$ cat src/rtl/cdc_irq_pkg.sv
// Shared types for the CD controller interrupt path.
// Assumes two controller sources; bit order matches the enable field.
package cdc_irq_pkg;
    typedef struct packed {
        logic dec;   // decoder source (ctrl_data bit 1)
        logic xfer;  // transfer-end source (ctrl_data bit 0)
    } src_bits_t;
endpackage

$ cat src/rtl/cdc_src_ctrl.sv
// Controller side: enables, active-low status and the internal interrupt
// state of the two sources. Produces a one-cycle level-5 request strobe.
// Assumes strobes in one cycle are applied in the order: acknowledges,
// control write, transfer end, decoder event.
module cdc_src_ctrl
    import cdc_irq_pkg::*;
(
    input  logic      clk,
    input  logic      rst_n,
    input  logic      host_en,
    input  logic      ctrl_wr,
    input  src_bits_t ctrl_en,
    input  logic      xfer_done,
    input  logic      dec_event,
    input  logic      xfer_ack,
    input  logic      stat_rd,
    output src_bits_t irq_state,
    output logic      req
);
    src_bits_t state_q, stat_n_q, en_q;
    src_bits_t state_d, stat_n_d, en_d, prev;
    logic      raise;

    // Next-state of the source registers and edge decision for this cycle.
    always_comb begin
        state_d  = state_q;
        stat_n_d = stat_n_q;
        en_d     = en_q;
        prev     = '0;
        raise    = 1'b0;
        if (xfer_ack) begin
            stat_n_d.xfer = 1'b1;
            state_d.xfer  = 1'b0;
        end
        if (stat_rd) begin
            stat_n_d.dec = 1'b1;
            state_d.dec  = 1'b0;
        end
        if (ctrl_wr) begin
            prev    = state_d;
            en_d    = ctrl_en;
            state_d = src_bits_t'(~stat_n_d & en_d);
            if (prev == '0 && state_d != '0) raise = 1'b1;
        end
        if (xfer_done) begin
            stat_n_d.xfer = 1'b0;
            if (en_d.xfer) begin
                if (state_d == '0) raise = 1'b1;
                state_d.xfer = 1'b1;
            end
        end
        if (dec_event) begin
            stat_n_d.dec = 1'b0;
            if (en_d.dec) begin
                if (!state_d.xfer) raise = 1'b1;
                state_d.dec = 1'b1;
            end
        end
    end

    // Register the source state; status resets inactive (high).
    always_ff @(posedge clk) begin
        if (!rst_n) begin
            state_q  <= '0;
            stat_n_q <= '1;
            en_q     <= '0;
        end else begin
            state_q  <= state_d;
            stat_n_q <= stat_n_d;
            en_q     <= en_d;
        end
    end

    assign irq_state = state_q;
    assign req       = raise & host_en;
endmodule

$ cat src/rtl/irq_pending.sv
// Per-level pending flags plus the host level-2 flag.
// A set pulse wins over an acknowledge of the same level.
module irq_pending #(
    parameter int LVL_W      = 3,
    parameter int FLAG_LEVEL = 2,
    localparam int NLVL      = 1 << LVL_W
) (
    input  logic             clk,
    input  logic             rst_n,
    input  logic [NLVL-1:0]  set_vec,
    input  logic             ack,
    input  logic [LVL_W-1:0] ack_level,
    output logic [NLVL-1:0]  pend,
    output logic             flag
);
    for (genvar i = 0; i < NLVL; i++) begin : g_lvl
        // One pending bit: set has priority over acknowledge.
        always_ff @(posedge clk) begin
            if (!rst_n)                                   pend[i] <= 1'b0;
            else if (set_vec[i])                          pend[i] <= 1'b1;
            else if (ack && ack_level == LVL_W'(i))       pend[i] <= 1'b0;
        end
    end

    // Host flag tied to the designated level.
    always_ff @(posedge clk) begin
        if (!rst_n)                                        flag <= 1'b0;
        else if (set_vec[FLAG_LEVEL])                      flag <= 1'b1;
        else if (ack && ack_level == LVL_W'(FLAG_LEVEL))   flag <= 1'b0;
    end
endmodule

$ cat src/rtl/irq_prio_enc.sv
// Highest-set-bit encoder; bit 0 and no bits both give zero.
module irq_prio_enc #(
    parameter int LVL_W = 3,
    localparam int NLVL = 1 << LVL_W
) (
    input  logic [NLVL-1:0]  act,
    output logic [LVL_W-1:0] level
);
    // Scan upward so the highest active level is kept.
    always_comb begin
        level = '0;
        for (int i = 0; i < NLVL; i++)
            if (act[i]) level = LVL_W'(i);
    end
endmodule

$ cat src/rtl/cdc_irq_gen.sv
// Top: CD controller interrupt edge generator with host pending/mask logic.
// Assumes all control inputs are single-cycle strobes synchronous to clk.
module cdc_irq_gen
    import cdc_irq_pkg::*;
#(
    parameter int LVL_W      = 3,
    parameter int CDC_LEVEL  = 5,
    parameter int FLAG_LEVEL = 2,
    localparam int NLVL      = 1 << LVL_W
) (
    input  logic             clk,
    input  logic             rst_n,
    input  logic             mask_wr,
    input  logic [NLVL-1:0]  mask_data,
    input  logic             ctrl_wr,
    input  logic [1:0]       ctrl_data,
    input  logic             xfer_done,
    input  logic             dec_event,
    input  logic             xfer_ack,
    input  logic             stat_rd,
    input  logic [NLVL-1:0]  ext_req,
    input  logic             ack,
    input  logic [LVL_W-1:0] ack_level,
    output logic             cdc_int_n,
    output logic [NLVL-1:0]  pending,
    output logic [LVL_W-1:0] cpu_level,
    output logic             flag2
);
    logic [NLVL-1:0] mask_q;
    logic [NLVL-1:0] set_vec;
    src_bits_t       irq_state;
    logic            cdc_req;

    // Host interrupt mask register.
    always_ff @(posedge clk) begin
        if (!rst_n)       mask_q <= '0;
        else if (mask_wr) mask_q <= mask_data;
    end

    cdc_src_ctrl u_src (
        .clk       (clk),
        .rst_n     (rst_n),
        .host_en   (mask_q[CDC_LEVEL]),
        .ctrl_wr   (ctrl_wr),
        .ctrl_en   (src_bits_t'(ctrl_data)),
        .xfer_done (xfer_done),
        .dec_event (dec_event),
        .xfer_ack  (xfer_ack),
        .stat_rd   (stat_rd),
        .irq_state (irq_state),
        .req       (cdc_req)
    );

    // Merge external set pulses with the controller request on its level.
    always_comb begin
        set_vec            = ext_req;
        set_vec[CDC_LEVEL] = cdc_req;
    end

    irq_pending #(.LVL_W(LVL_W), .FLAG_LEVEL(FLAG_LEVEL)) u_pend (
        .clk       (clk),
        .rst_n     (rst_n),
        .set_vec   (set_vec),
        .ack       (ack),
        .ack_level (ack_level),
        .pend      (pending),
        .flag      (flag2)
    );

    irq_prio_enc #(.LVL_W(LVL_W)) u_enc (
        .act   (pending & mask_q),
        .level (cpu_level)
    );

    assign cdc_int_n = (irq_state == '0);
endmodule

$ cat config.mk
export PLATFORM = sky130hd
export DESIGN_NAME = cdc_irq_gen
export DESIGN_NICKNAME = d
export VERILOG_FILES = /design/src/rtl/cdc_irq_pkg.sv /design/src/rtl/cdc_src_ctrl.sv /design/src/rtl/irq_pending.sv /design/src/rtl/irq_prio_enc.sv /design/src/rtl/cdc_irq_gen.sv
export SDC_FILE = /design/constraint.sdc
export NUM_CORES = 1
export LEC_CHECK = 0
export CAP_MARGIN = 40
export CORE_UTILIZATION = 42
export DETAILED_ROUTE_END_ITERATION = 12
export GPL_ROUTABILITY_DRIVEN = 1
export HOLD_SLACK_MARGIN = 0.08
export PLACE_DENSITY = 0.74
export SLEW_MARGIN = 40
export SYNTH_ARGS = -nofsm -noshare
export SYNTH_HDL_FRONTEND = slang
export SYNTH_HIERARCHICAL = 1
export SYNTH_SLANG_ARGS = --single-unit
$ cat constraint.sdc
create_clock -name clk -period 1.5 [get_ports clk]
set_clock_uncertainty 0.15 [all_clocks]
set_input_delay 0.15 -clock clk [delete_from_list [all_inputs] [get_ports clk]]
set_output_delay 0.15 -clock clk [all_outputs]
set_load 0.01 [all_outputs]
* Yosys cells after proc, flatten, opt, wreduce, memory -nomap -nowiden
Index checks and enable logic that the tools add are counted.
Storage, ports and cells: flip-flop bits (word level) 22, bits of input ports 30, word-level logic and storage cells 91
Operators by class: eq/ne operators 7, muxes and demuxes 43, bitwise operators 4, reduce and logical (&&, ||, !) cells 22
Operators by type and width (count):
- $mux 1 | 35
- $reduce_bool 2->1 | 9
- $eq 3x3->1 const B | 4
- $mux 3 | 4
- $logic_and 1x1->1 | 9
- $and 8x8->8 | 1
- $mux 2 | 4
- $eq 3x2->1 const B | 2
- $logic_not 2->1 | 3
- $eq 3x1->1 const B | 1
- $logic_not 3->1 | 1
- $and 2x2->2 | 1
- $not 2->2 | 1
- $and 1x1->1 | 1

* Logic depth before layout (Yosys ltp)
Gate-level depths: netlist of run 1.
depth after elaboration 15, mapped depth 7

* By module
The synthesis of run 1 kept the hierarchy.
Modules (own cells, without submodules):
- irq_pending | instances 1, cells an instance 40, area each 360.3 sq um, seq. area each 160.2 sq um
- cdc_irq_gen | instances 1, cells an instance 34, area each 355.3 sq um, seq. area each 160.2 sq um
- cdc_src_ctrl | instances 1, cells an instance 33, area each 309.0 sq um, seq. area each 120.1 sq um
- irq_prio_enc | instances 1, cells an instance 10, area each 45.0 sq um, seq. area each 0.0 sq um

* Least setup slack after synthesis of run 1
Ideal clock, no wire load.
path type register to output, start point register u_pend/flag (netlist name), end point output port cpu_level[0], arrival 1.050 ns, data required time 1.200 ns, setup slack 0.150 ns, cell stages (with the launch flop) 6, path through dfxtp_1 -> buf_4 -> and2_1 -> clkinv_1 -> a21oi_1 -> o31ai_1
RTL lines:
- end: declaration | RTL line cdc_irq_gen.sv:26 | output logic [LVL_W-1:0] cpu_level,

* Final worst setup path of run 1
start point register mask_q[2], end point output port cpu_level[0]
On the way: longest elaborated chain between the ends 7
RTL lines:
- start: declaration | RTL line cdc_irq_gen.sv:29 | logic [NLVL-1:0] mask_q;
- start signal: assignment | RTL line cdc_irq_gen.sv:37 | else if (mask_wr) mask_q <= mask_data;
- $and 8x8->8 | RTL line cdc_irq_gen.sv:71 | .act (pending & mask_q),
- $mux 2 (2 in series) | RTL line irq_prio_enc.sv:13 | if (act[i]) level = LVL_W'(i);
- $mux 3 (4 in series) | RTL line irq_prio_enc.sv:13
Every way passes these cells.

==> results.ini, run 1 <==
[grt]
grt_pass1_vias=916
grt-ovfl-total=0
antenna_found_initial=0
grt_max_degree=15
grt_pass1_wl_um=3980
grt_usage=0.203

[clock_network]
cts_htree_levels=1
cts.reportedPaths.clkPinSlew_ps=110
clock_path_buffers=2
cts_sinks=21
cts-root-buf=clkbuf_4
numCtsBuffers=3
tritoncts=yes
clock_latency_ps=300
postCtsSetupBuffers=0

[finish]
seq_area_sq_um=427
fillers=202
multi_input_area_sq_um=551
syn2layout_area_growth_pct=51.8
nNetsFinal=199
n_antenna_cell=0
layout-drive-gt1-share=0.196

[floorplan]
coreArea_sq_um=2250
io-pin-count=43
initial_utilization=0.456
fp-row-count=17
die_h_um=51.5
fp.dieArea_sq_um=2650
dieWidth_um=51.5

[setup_path]
required_ps=1200
endpoint_kind=output port
slowest_stage=dfxtp_2
ff2ff_path_depth=6
setup.worst_path.class=flip-flop to output port
r2r_start=u_src/en_q[1]
setup.worst_path.start_class=flip-flop
arrival_ps=1240
crit_path_max_fanout=2
path_cells=and2_1 -> clkinv_1 -> a21oi_1 -> o31ai_1 -> buf_2
rr_endpoint=u_pend/pend[5]
cpPeakStageDelay_ps=340
reg2reg_slack_ps=110

[hold_path]
hold_path_depth=3
hp-class=primary input to flip-flop
hp-start=ctrl_data[1]
hold_path_end=u_src/en_q[1]

[routing]
drcViolationCount=0
vias_per_cell=4.96
drt_iter0_drc=8
wl_per_cell_um=12.6
dr.pass1.iters=4
vias=973
routed_wl_um=2460
ant_nets=0

[timing]
hold_viol=0
fmax_mhz=650
slew-limit-headroom=0.832
timing.final.crit_share=1.03
fin_tns_setup_ps=-45.3
fin_crit_ps=1540
worst_slew_pin_slew_ps=248
finalMaxSlewViolations=0
setup_viol=2
setup_ws_ps=-38.3
rsz0062_at_grt=yes

[power_and_ir_drop]
p_seq_frac=0.529
powerDensity_nw_per_um2=745
leakage_nw=0.717
combPwrFrac=0.239
switching_share=0.255
peakVddDrop_mv=0.556
p_int_mw=0.866
clockPowerShare=0.232
total_power_mw=1.16
p_sw_mw=0.296

[placement]
place_hpwl_um=1960
portBuffers=40
gp_congestion=0.812

[synth]
synth_fp_nets=143
synth_area_sq_um=1030
synthCells=113
ys_warn_count=6
syn_area_per_cell_sq_um=9.09

[job]
cap_violations=0

[status]
violations=setup timing
status=complete, but fails checks

[critical path, delay by kind of cell, from the launching register on]
family	cells	cell delay (ps)
flops	1	340
compound gates	2	240
buf+inv	2	220
simple gates	1	150
[metrics by stage]
step                utilization  instances  instance area (sq um)  setup slack [ps]  hold WS [ps]
finish                    0.691        196                   1560             -38.3           136
global route              0.691        196                   1560              -113           160
CTS                       0.689        196                   1550             -50.8           242
detailed placement        0.682        192                   1540              -420           363
global placement          0.682        192                   1540              -342           353
floorplan                     -        113                   1030               150          76.2
[what timing repair did]
| action | 4_1_cts | 5_1_grt |
|---|---|---|
| setup endpoints to repair | 14 | 4 |
| hold buffers | 0 | 0 |
| gates resized for setup | 32 | 4 |
| pin swaps | 2 | 2 |
| hold endpoints to repair | 0 | 0 |
[power groups by stage]
stage	combinational, mW	sequential, mW	clock (mW)
floorplan	0.105	0.629	0
detailed placement	0.297	0.625	0
finish	0.277	0.615	0.270
global placement	0.291	0.625	0
CTS	0.278	0.614	0.281
global route	0.302	0.618	0.306
[how the worst max path moves through the flow]
stage                 from              to  slack (ps)  cells after the start
5_1_grt        u_pend/flag    cpu_level[0]        -110                      5
3_5_place_dp       ctrl_wr  u_pend/pend[5]        -420                      7
3_3_place_gp       ctrl_wr  u_pend/pend[5]        -340                      7
6_report         mask_q[2]    cpu_level[0]         -40                      5
2_1_floorplan  u_pend/flag    cpu_level[0]         150                      5
4_1_cts        u_pend/flag    cpu_level[0]         -50                      5
[state kept, by name, summed over array words and instances, names as in the netlist]
name,cells
mask_q,7
u_pend/pend,7
u_src/en_q,2
u_src/irq_state,2
u_src/stat_n_q,2
u_pend/flag,1
[per-layer routing]
metal	vias up	routed length (um)	global-route usage
li1	503	-	-
met1	439	1140	0.251
met2	29	1190	0.335
met3	2	128	0.0685
met4	0	9	0.0495
met5	-	0	0
[layout make-up]
type                            count  share of cell area
Timing Repair Buffer               54               0.307
Clock buffer                        4              0.0169
Sequential cell                    21               0.274
Tap cell                           28              0.0225
Multi-Input combinational cell     78               0.353
Inverter                           11              0.0265
[placed cells by master, fill, tap and decap left out, drive strengths merged, types with 2 or more instances in the layout]
cell type and count:
clkdlybuf4s50 25, dfxtp 21, buf 17, dlygate4sd2 11, o21ai 11, mux2i 10, inv 10, a21oi 8
nor2b 7, and2 7, nor2 6, clkbuf 4, nand2b 4, nand2 3, and4b 3, and2b 3
a41oi 2, nand3b 2, a21o 2
No activity file was read; power rests on OpenSTA's default activity.
==> inputs of run 2 (changes only) <==
--- a/config.mk
+++ b/config.mk
@@ -6,11 +6,11 @@
 export NUM_CORES = 1
 export LEC_CHECK = 0
 export CAP_MARGIN = 40
-export CORE_UTILIZATION = 42
+export CORE_UTILIZATION = 38
 export DETAILED_ROUTE_END_ITERATION = 12
-export GPL_ROUTABILITY_DRIVEN = 1
+export GPL_ROUTABILITY_DRIVEN = 0
 export HOLD_SLACK_MARGIN = 0.08
-export PLACE_DENSITY = 0.74
+export PLACE_DENSITY = 0.71
 export SLEW_MARGIN = 40
 export SYNTH_ARGS = -nofsm -noshare
 export SYNTH_HDL_FRONTEND = slang
==> constraint.sdc (replaced) <==
create_clock -name clk -period 1.3 [get_ports clk]
set_clock_uncertainty 0.15 [all_clocks]
set_input_delay 0.13 -clock clk [delete_from_list [all_inputs] [get_ports clk]]
set_output_delay 0.13 -clock clk [all_outputs]
set_load 0.01 [all_outputs]
==> run 2 against run 1 <==
Against the previous run: register-to-register slack worse by 170 ps; sequential power grew 16%; total power up 17%; global-route usage shrank 2.4 points; first-iteration DRC count unchanged; clock power is 18% higher; via count is 1.5% lower; count of clock-buffer cells in the layout unchanged; core utilization decreased by 6.4 points; die area is 10% higher; largest cell class unchanged; the flow still finishes with violations (setup timing); wire length up 1.7%; combinational power grew 20%.
==> results.ini, run 2 (synthesized netlist as in run 1, its figures left out) <==
[timing]
slew-limit-headroom=0.813  ; -0.0198
hold_viol=0  ; unchanged
setup_ws_ps=-191  ; -153 ps
fin_crit_ps=1490
setup_viol=4  ; +2
worst_slew_pin_slew_ps=277  ; +29.2 ps
rsz0062_at_grt=yes
fin_tns_setup_ps=-514  ; -468 ps
holdWs_ps=223  ; +87.1 ps
timing.final.crit_share=1.15
fmax_mhz=670
finalMaxSlewViolations=0  ; unchanged

[floorplan]
initial_utilization=0.407  ; -0.0484
coreArea_sq_um=2520  ; +12%
fp.dieArea_sq_um=2910  ; +10%
dieWidth_um=54.0  ; +4.9%
die_h_um=54.0  ; +4.9%
io-pin-count=43  ; unchanged
fp-row-count=18  ; +1

[placement]
place_hpwl_um=1990  ; +1.3%
portBuffers=40  ; unchanged
dpl_worst_slack_ps=-594  ; -175 ps
dp.cells=194  ; +1.0%
place_area_sq_um=1560  ; +1.3%

[finish]
layout_common_cells=24 x clkdlybuf4s50_1, 12 x dfxtp_1, 12 x buf_4, 10 x mux2i_1, 10 x inv_1
final_area_sq_um=1580  ; +1.5%
reg.largest.list=mask_q: 7 flops, u_pend/pend: 7 flops
final_util=0.627  ; -0.0640
layout-drive-gt1-share=0.310  ; +0.113
nNetsFinal=199  ; unchanged
syn2layout_area_growth_pct=54.1
fin_cells=198  ; +1.0%
fillers=233  ; +15%
n_antenna_cell=0  ; unchanged
mostFrequentLayoutCell=clkdlybuf4s50_1

[clock_network]
postCtsSetupBuffers=0  ; unchanged
tritoncts=yes
cts.reportedPaths.clkPinSlew_ps=130  ; +20 ps
cts-root-buf=clkbuf_4
numCtsBuffers=3  ; unchanged
clock_latency_ps=290  ; about the same
clock_path_buffers=2  ; unchanged
cts_hold_buffers=0  ; unchanged
cts_sinks=21  ; unchanged
cts_htree_levels=1  ; unchanged

[setup_path]
r2r_start=u_src/en_q[1]
reg2reg_slack_ps=-60  ; -170 ps
slowest_stage=dfxtp_2
ff2ff_path_depth=6  ; unchanged
path_cells=and2_4 -> inv_2 -> a21oi_2 -> o31ai_2 -> buf_2
cp-startpoint=u_pend/flag
arrival_ps=1210  ; -30 ps
endpoint_kind=output port
critPathCapture=cpu_level[0]
required_ps=1020  ; -180 ps
setup.worst_path.start_class=flip-flop
crit_path_max_fanout=2  ; unchanged
rr_endpoint=u_pend/pend[5]
setup.worst_path.class=flip-flop to output port
cpPeakStageDelay_ps=340  ; about the same

[routing]
routed_wl_um=2500  ; +1.7%
vias=958  ; -1.5%
vias_per_cell=4.84  ; -2.5%
dr.pass1.iters=5  ; +1
wl_per_cell_um=12.6  ; +0.68%
drcViolationCount=0  ; unchanged
ant_nets=0  ; unchanged
drt_iter0_drc=8  ; unchanged

[grt]
grt-ovfl-total=0  ; unchanged
grt_usage=0.179  ; -0.0236
grt_pass1_wl_um=3720  ; -6.6%
grt_max_degree=22  ; +7
grt_pass1_vias=910  ; -0.66%
antenna_found_initial=0  ; unchanged

[power_and_ir_drop]
total_power_mw=1.36  ; +17%
peakVddDrop_mv=0.527  ; -5.2%
leakage_nw=0.711  ; -0.85%
powerDensity_nw_per_um2=861  ; +16%

[job]
cap_violations=0  ; unchanged

[status]
status=complete, but fails checks
violations=setup timing

[hold_path]
hp-class=primary input to flip-flop
hold_path_depth=3  ; unchanged

[run 2: critical path, delay by kind of cell (launching register included)]
| family | cells | cell delay [ps] |
|---|---|---|
| simple gates | 1 | 150 |
| flops | 1 | 340 |
| buf+inv | 2 | 200 |
| compound gates | 2 | 220 |
[run 2: layout make-up]
cell class,count,area [sq um],area share
multi-input combinational,78,573,0.362
timing repair buffer,54,473,0.299
sequential,21,432,0.273
inverter,11,41.3,0.0261
tap,30,37.5,0.0237
clock buffer,4,26.3,0.0166
[run 2: power breakdown]
group / internal [mW] / switching, mW / leakage (nW) / total [mW]
combinational: 0.198 / 0.134 / 0.519 / 0.332
sequential: 0.689 / 0.0222 / 0.177 / 0.711
clock: 0.119 / 0.200 / 0.0150 / 0.319
[run 2: layer usage]
| layer | global-route usage | routed length (um) | up-vias |
|---|---|---|---|
| li1 | - | - | 501 |
| met1 | 0.224 | 1180 | 435 |
| met2 | 0.315 | 1210 | 20 |
| met3 | 0.0198 | 94 | 2 |
| met4 | 0.0641 | 27 | 0 |
| met5 | 0 | 0 | - |
[run 2: how the worst min path moves through the flow]
stage / slack, ps / end / from
finish: 220 / u_pend/pend[1] / ext_req[1]
global route: 240 / u_pend/pend[1] / ext_req[1]
CTS: 220 / u_pend/pend[1] / ext_req[1]
floorplan: 60 / u_src/stat_n_q[0] / rst_n
global placement: 340 / mask_q[7] / mask_q[7]
detailed placement: 350 / mask_q[6] / mask_q[6]
[run 2: repair_timing]
item / in CTS / in global routing
gates cloned: 0 / 0
gates resized for setup: 56 / 10
endpoints found under the setup margin: 14 / 11
hold endpoints to repair: 0 / 0
pin swaps: 4 / 1
==> inputs of run 3 (changes only) <==
--- a/config.mk
+++ b/config.mk
@@ -6,6 +6,7 @@
 export NUM_CORES = 1
 export LEC_CHECK = 0
 export CAP_MARGIN = 40
+export CORE_MARGIN = 2
 export CORE_UTILIZATION = 38
 export DETAILED_ROUTE_END_ITERATION = 12
 export GPL_ROUTABILITY_DRIVEN = 0
==> run 3 against run 2 <==
Against the previous run: the run still ends with setup timing left; worst hold slack improved by 2.8 ps; cell area rose by 1.0%; fmax fell by 1.4%; critical path type unchanged; critical endpoint unchanged; global-route usage fell by 0.32 points; largest cell class unchanged; sequential power barely moved; clock power fell by 2%; count of clock-buffer cells in the layout fell by 1; total power rose by 0.58%; worst setup slack got worse by 21 ps; sequential share of layout area fell by 0.43 points; sequential cell count did not move; wire length rose by 8.7%.
==> results.ini, run 3 (synthesized netlist as in run 1, its figures left out) <==
[status]
status=complete, but fails checks
violations=setup timing

[timing]
rsz0062_at_grt=yes
slew-limit-headroom=0.828  ; +0.0151
setup_viol=5  ; +1
worst_slew_pin_slew_ps=255  ; -22.4 ps
fin_crit_ps=1510  ; +21.1 ps
holdWs_ps=226  ; +2.82 ps
timing.final.crit_share=1.16  ; +0.0162
fin_tns_setup_ps=-786  ; -273 ps
hold_viol=0  ; unchanged
finalMaxSlewViolations=0  ; unchanged
fmax_mhz=661  ; -1.4%
setup_ws_ps=-213  ; -21.1 ps

[grt]
antenna_found_initial=0  ; unchanged
grt_max_degree=22  ; unchanged
grt_pass1_vias=989  ; +8.7%
grt_usage=0.176  ; -0.00319
grt_pass1_wl_um=4450  ; +20%
grt-ovfl-total=0  ; unchanged

[finish]
fillers=224  ; -3.9%
syn2layout_area_growth_pct=55.7
mostFrequentLayoutCell=clkdlybuf4s50_1
layout_common_cells=25 x clkdlybuf4s50_1, 17 x buf_4, 14 x dfxtp_1, 10 x mux2i_1, 10 x inv_1
nNetsFinal=203  ; +2.0%
layout-drive-gt1-share=0.302  ; -0.00720
final_area_sq_um=1600  ; +1.0%
n_antenna_cell=0  ; unchanged
final_util=0.634  ; +0.00645
reg.largest.list=mask_q: 7 flops, u_pend/pend: 7 flops

[setup_path]
ff2ff_path_depth=6  ; unchanged
required_ps=1020  ; about the same
endpoint_kind=output port
cp_top_family=flip-flops
cp-startpoint=u_pend/flag
r2r_start=u_src/stat_n_q[1]
setup.worst_path.start_class=flip-flop
reg2reg_slack_ps=-150  ; -90 ps
slowest_stage=dfxtp_2
crit_path_max_fanout=2  ; unchanged
setup.worst_path.class=flip-flop to output port
arrival_ps=1230  ; +20 ps
path_buf_inv=2  ; unchanged
cpPeakStageDelay_ps=350  ; about the same
path_cells=and2_4 -> clkinv_2 -> a21oi_2 -> o31ai_2 -> buf_2
rr_endpoint=u_pend/pend[5]

[power_and_ir_drop]
leakage_nw=0.727  ; +2.3%
powerDensity_nw_per_um2=857  ; -0.44%
peakVddDrop_mv=0.481  ; -8.9%

[floorplan]
die_h_um=56.0  ; +3.7%
dieWidth_um=56.0  ; +3.7%
fp.dieArea_sq_um=3130  ; +7.5%
io-pin-count=43  ; unchanged
fp-row-count=18  ; unchanged
coreArea_sq_um=2520  ; unchanged
initial_utilization=0.407  ; unchanged

[clock_network]
cts.reportedPaths.clkPinSlew_ps=120  ; about the same
clock_path_buffers=2  ; unchanged
cts-root-buf=clkbuf_4
numCtsBuffers=3  ; unchanged
tritoncts=yes
clock_latency_ps=300  ; about the same
cts_sinks=21  ; unchanged
cts_htree_levels=1  ; unchanged
cts_hold_buffers=0  ; unchanged

[routing]
vias=1006  ; +5.0%
wl_per_cell_um=13.5  ; +6.5%
drcViolationCount=0  ; unchanged
vias_per_cell=4.98  ; +2.9%
ant_nets=0  ; unchanged
dr.pass1.iters=4  ; -1
drt_iter0_drc=14  ; +6
routed_wl_um=2720  ; +8.7%

[job]
cap_violations=0  ; unchanged

[hold_path]
hp-class=primary input to flip-flop
hold_path_depth=3  ; unchanged
hp-start=ext_req[1]
hold_path_end=u_pend/pend[1]

[placement]
place_hpwl_um=2020  ; +1.8%
place_area_sq_um=1570  ; +0.48%
portBuffers=40  ; unchanged
dpl_worst_slack_ps=-604  ; -9.88 ps

## run 3: worst max path at each step
| stage | endpoint | cells after the start |
|---|---|---|
| 2_1_floorplan | u_pend/pend[5] | 6 |
| 3_3_place_gp | u_pend/pend[5] | 7 |
| 3_5_place_dp | u_pend/pend[5] | 7 |
| 4_1_cts | cpu_level[0] | 5 |
| 5_1_grt | cpu_level[0] | 5 |
| 6_report | cpu_level[0] | 5 |
## run 3: cell type report
| cell class | instances | area [sq um] | area share |
|---|---|---|---|
| Clock buffer | 3 | 22.5 | 0.0141 |
| Clock inverter | 1 | 5.00 | 0.00313 |
| Inverter | 11 | 42.5 | 0.0266 |
| Multi-Input combinational cell | 78 | 561 | 0.351 |
| Sequential cell | 21 | 429 | 0.268 |
| Tap cell | 30 | 37.5 | 0.0235 |
| Timing Repair Buffer | 58 | 502 | 0.314 |
## run 3: power breakdown
group | switching (mW) | internal [mW]
logic | 0.139 | 0.207
registers | 0.0224 | 0.688
clock network | 0.199 | 0.114
## run 3: repair_timing
item / in CTS / in global routing
pin swaps: 2 / 0
setup buffers: 3 / 2
setup endpoints to repair: 14 / 12
resized for setup: 53 / 11
## run 3: worst min-delay path, stage by stage
cell,delay (ps)
clkdlybuf4s50_1,410
inv_1,60
a21oi_1,50
## run 3: per-layer routing
layer  vias up  part of all wire  track usage
li1        511                 -            -
met1       462              0.44        0.228
met2        27              0.50        0.304
met3         6             0.041       0.0163
met4         0             0.016       0.0612
met5         -                 0            0
## run 3: per-stage QoR
| step | total power, mW | instances |
|---|---|---|
| after floorplan | 0.848 | 113 |
| after global placement | 1.06 | 195 |
| after detailed placement | 1.07 | 195 |
| after CTS | 1.38 | 202 |
| after global routing | 1.45 | 202 |
| final | 1.37 | 202 |
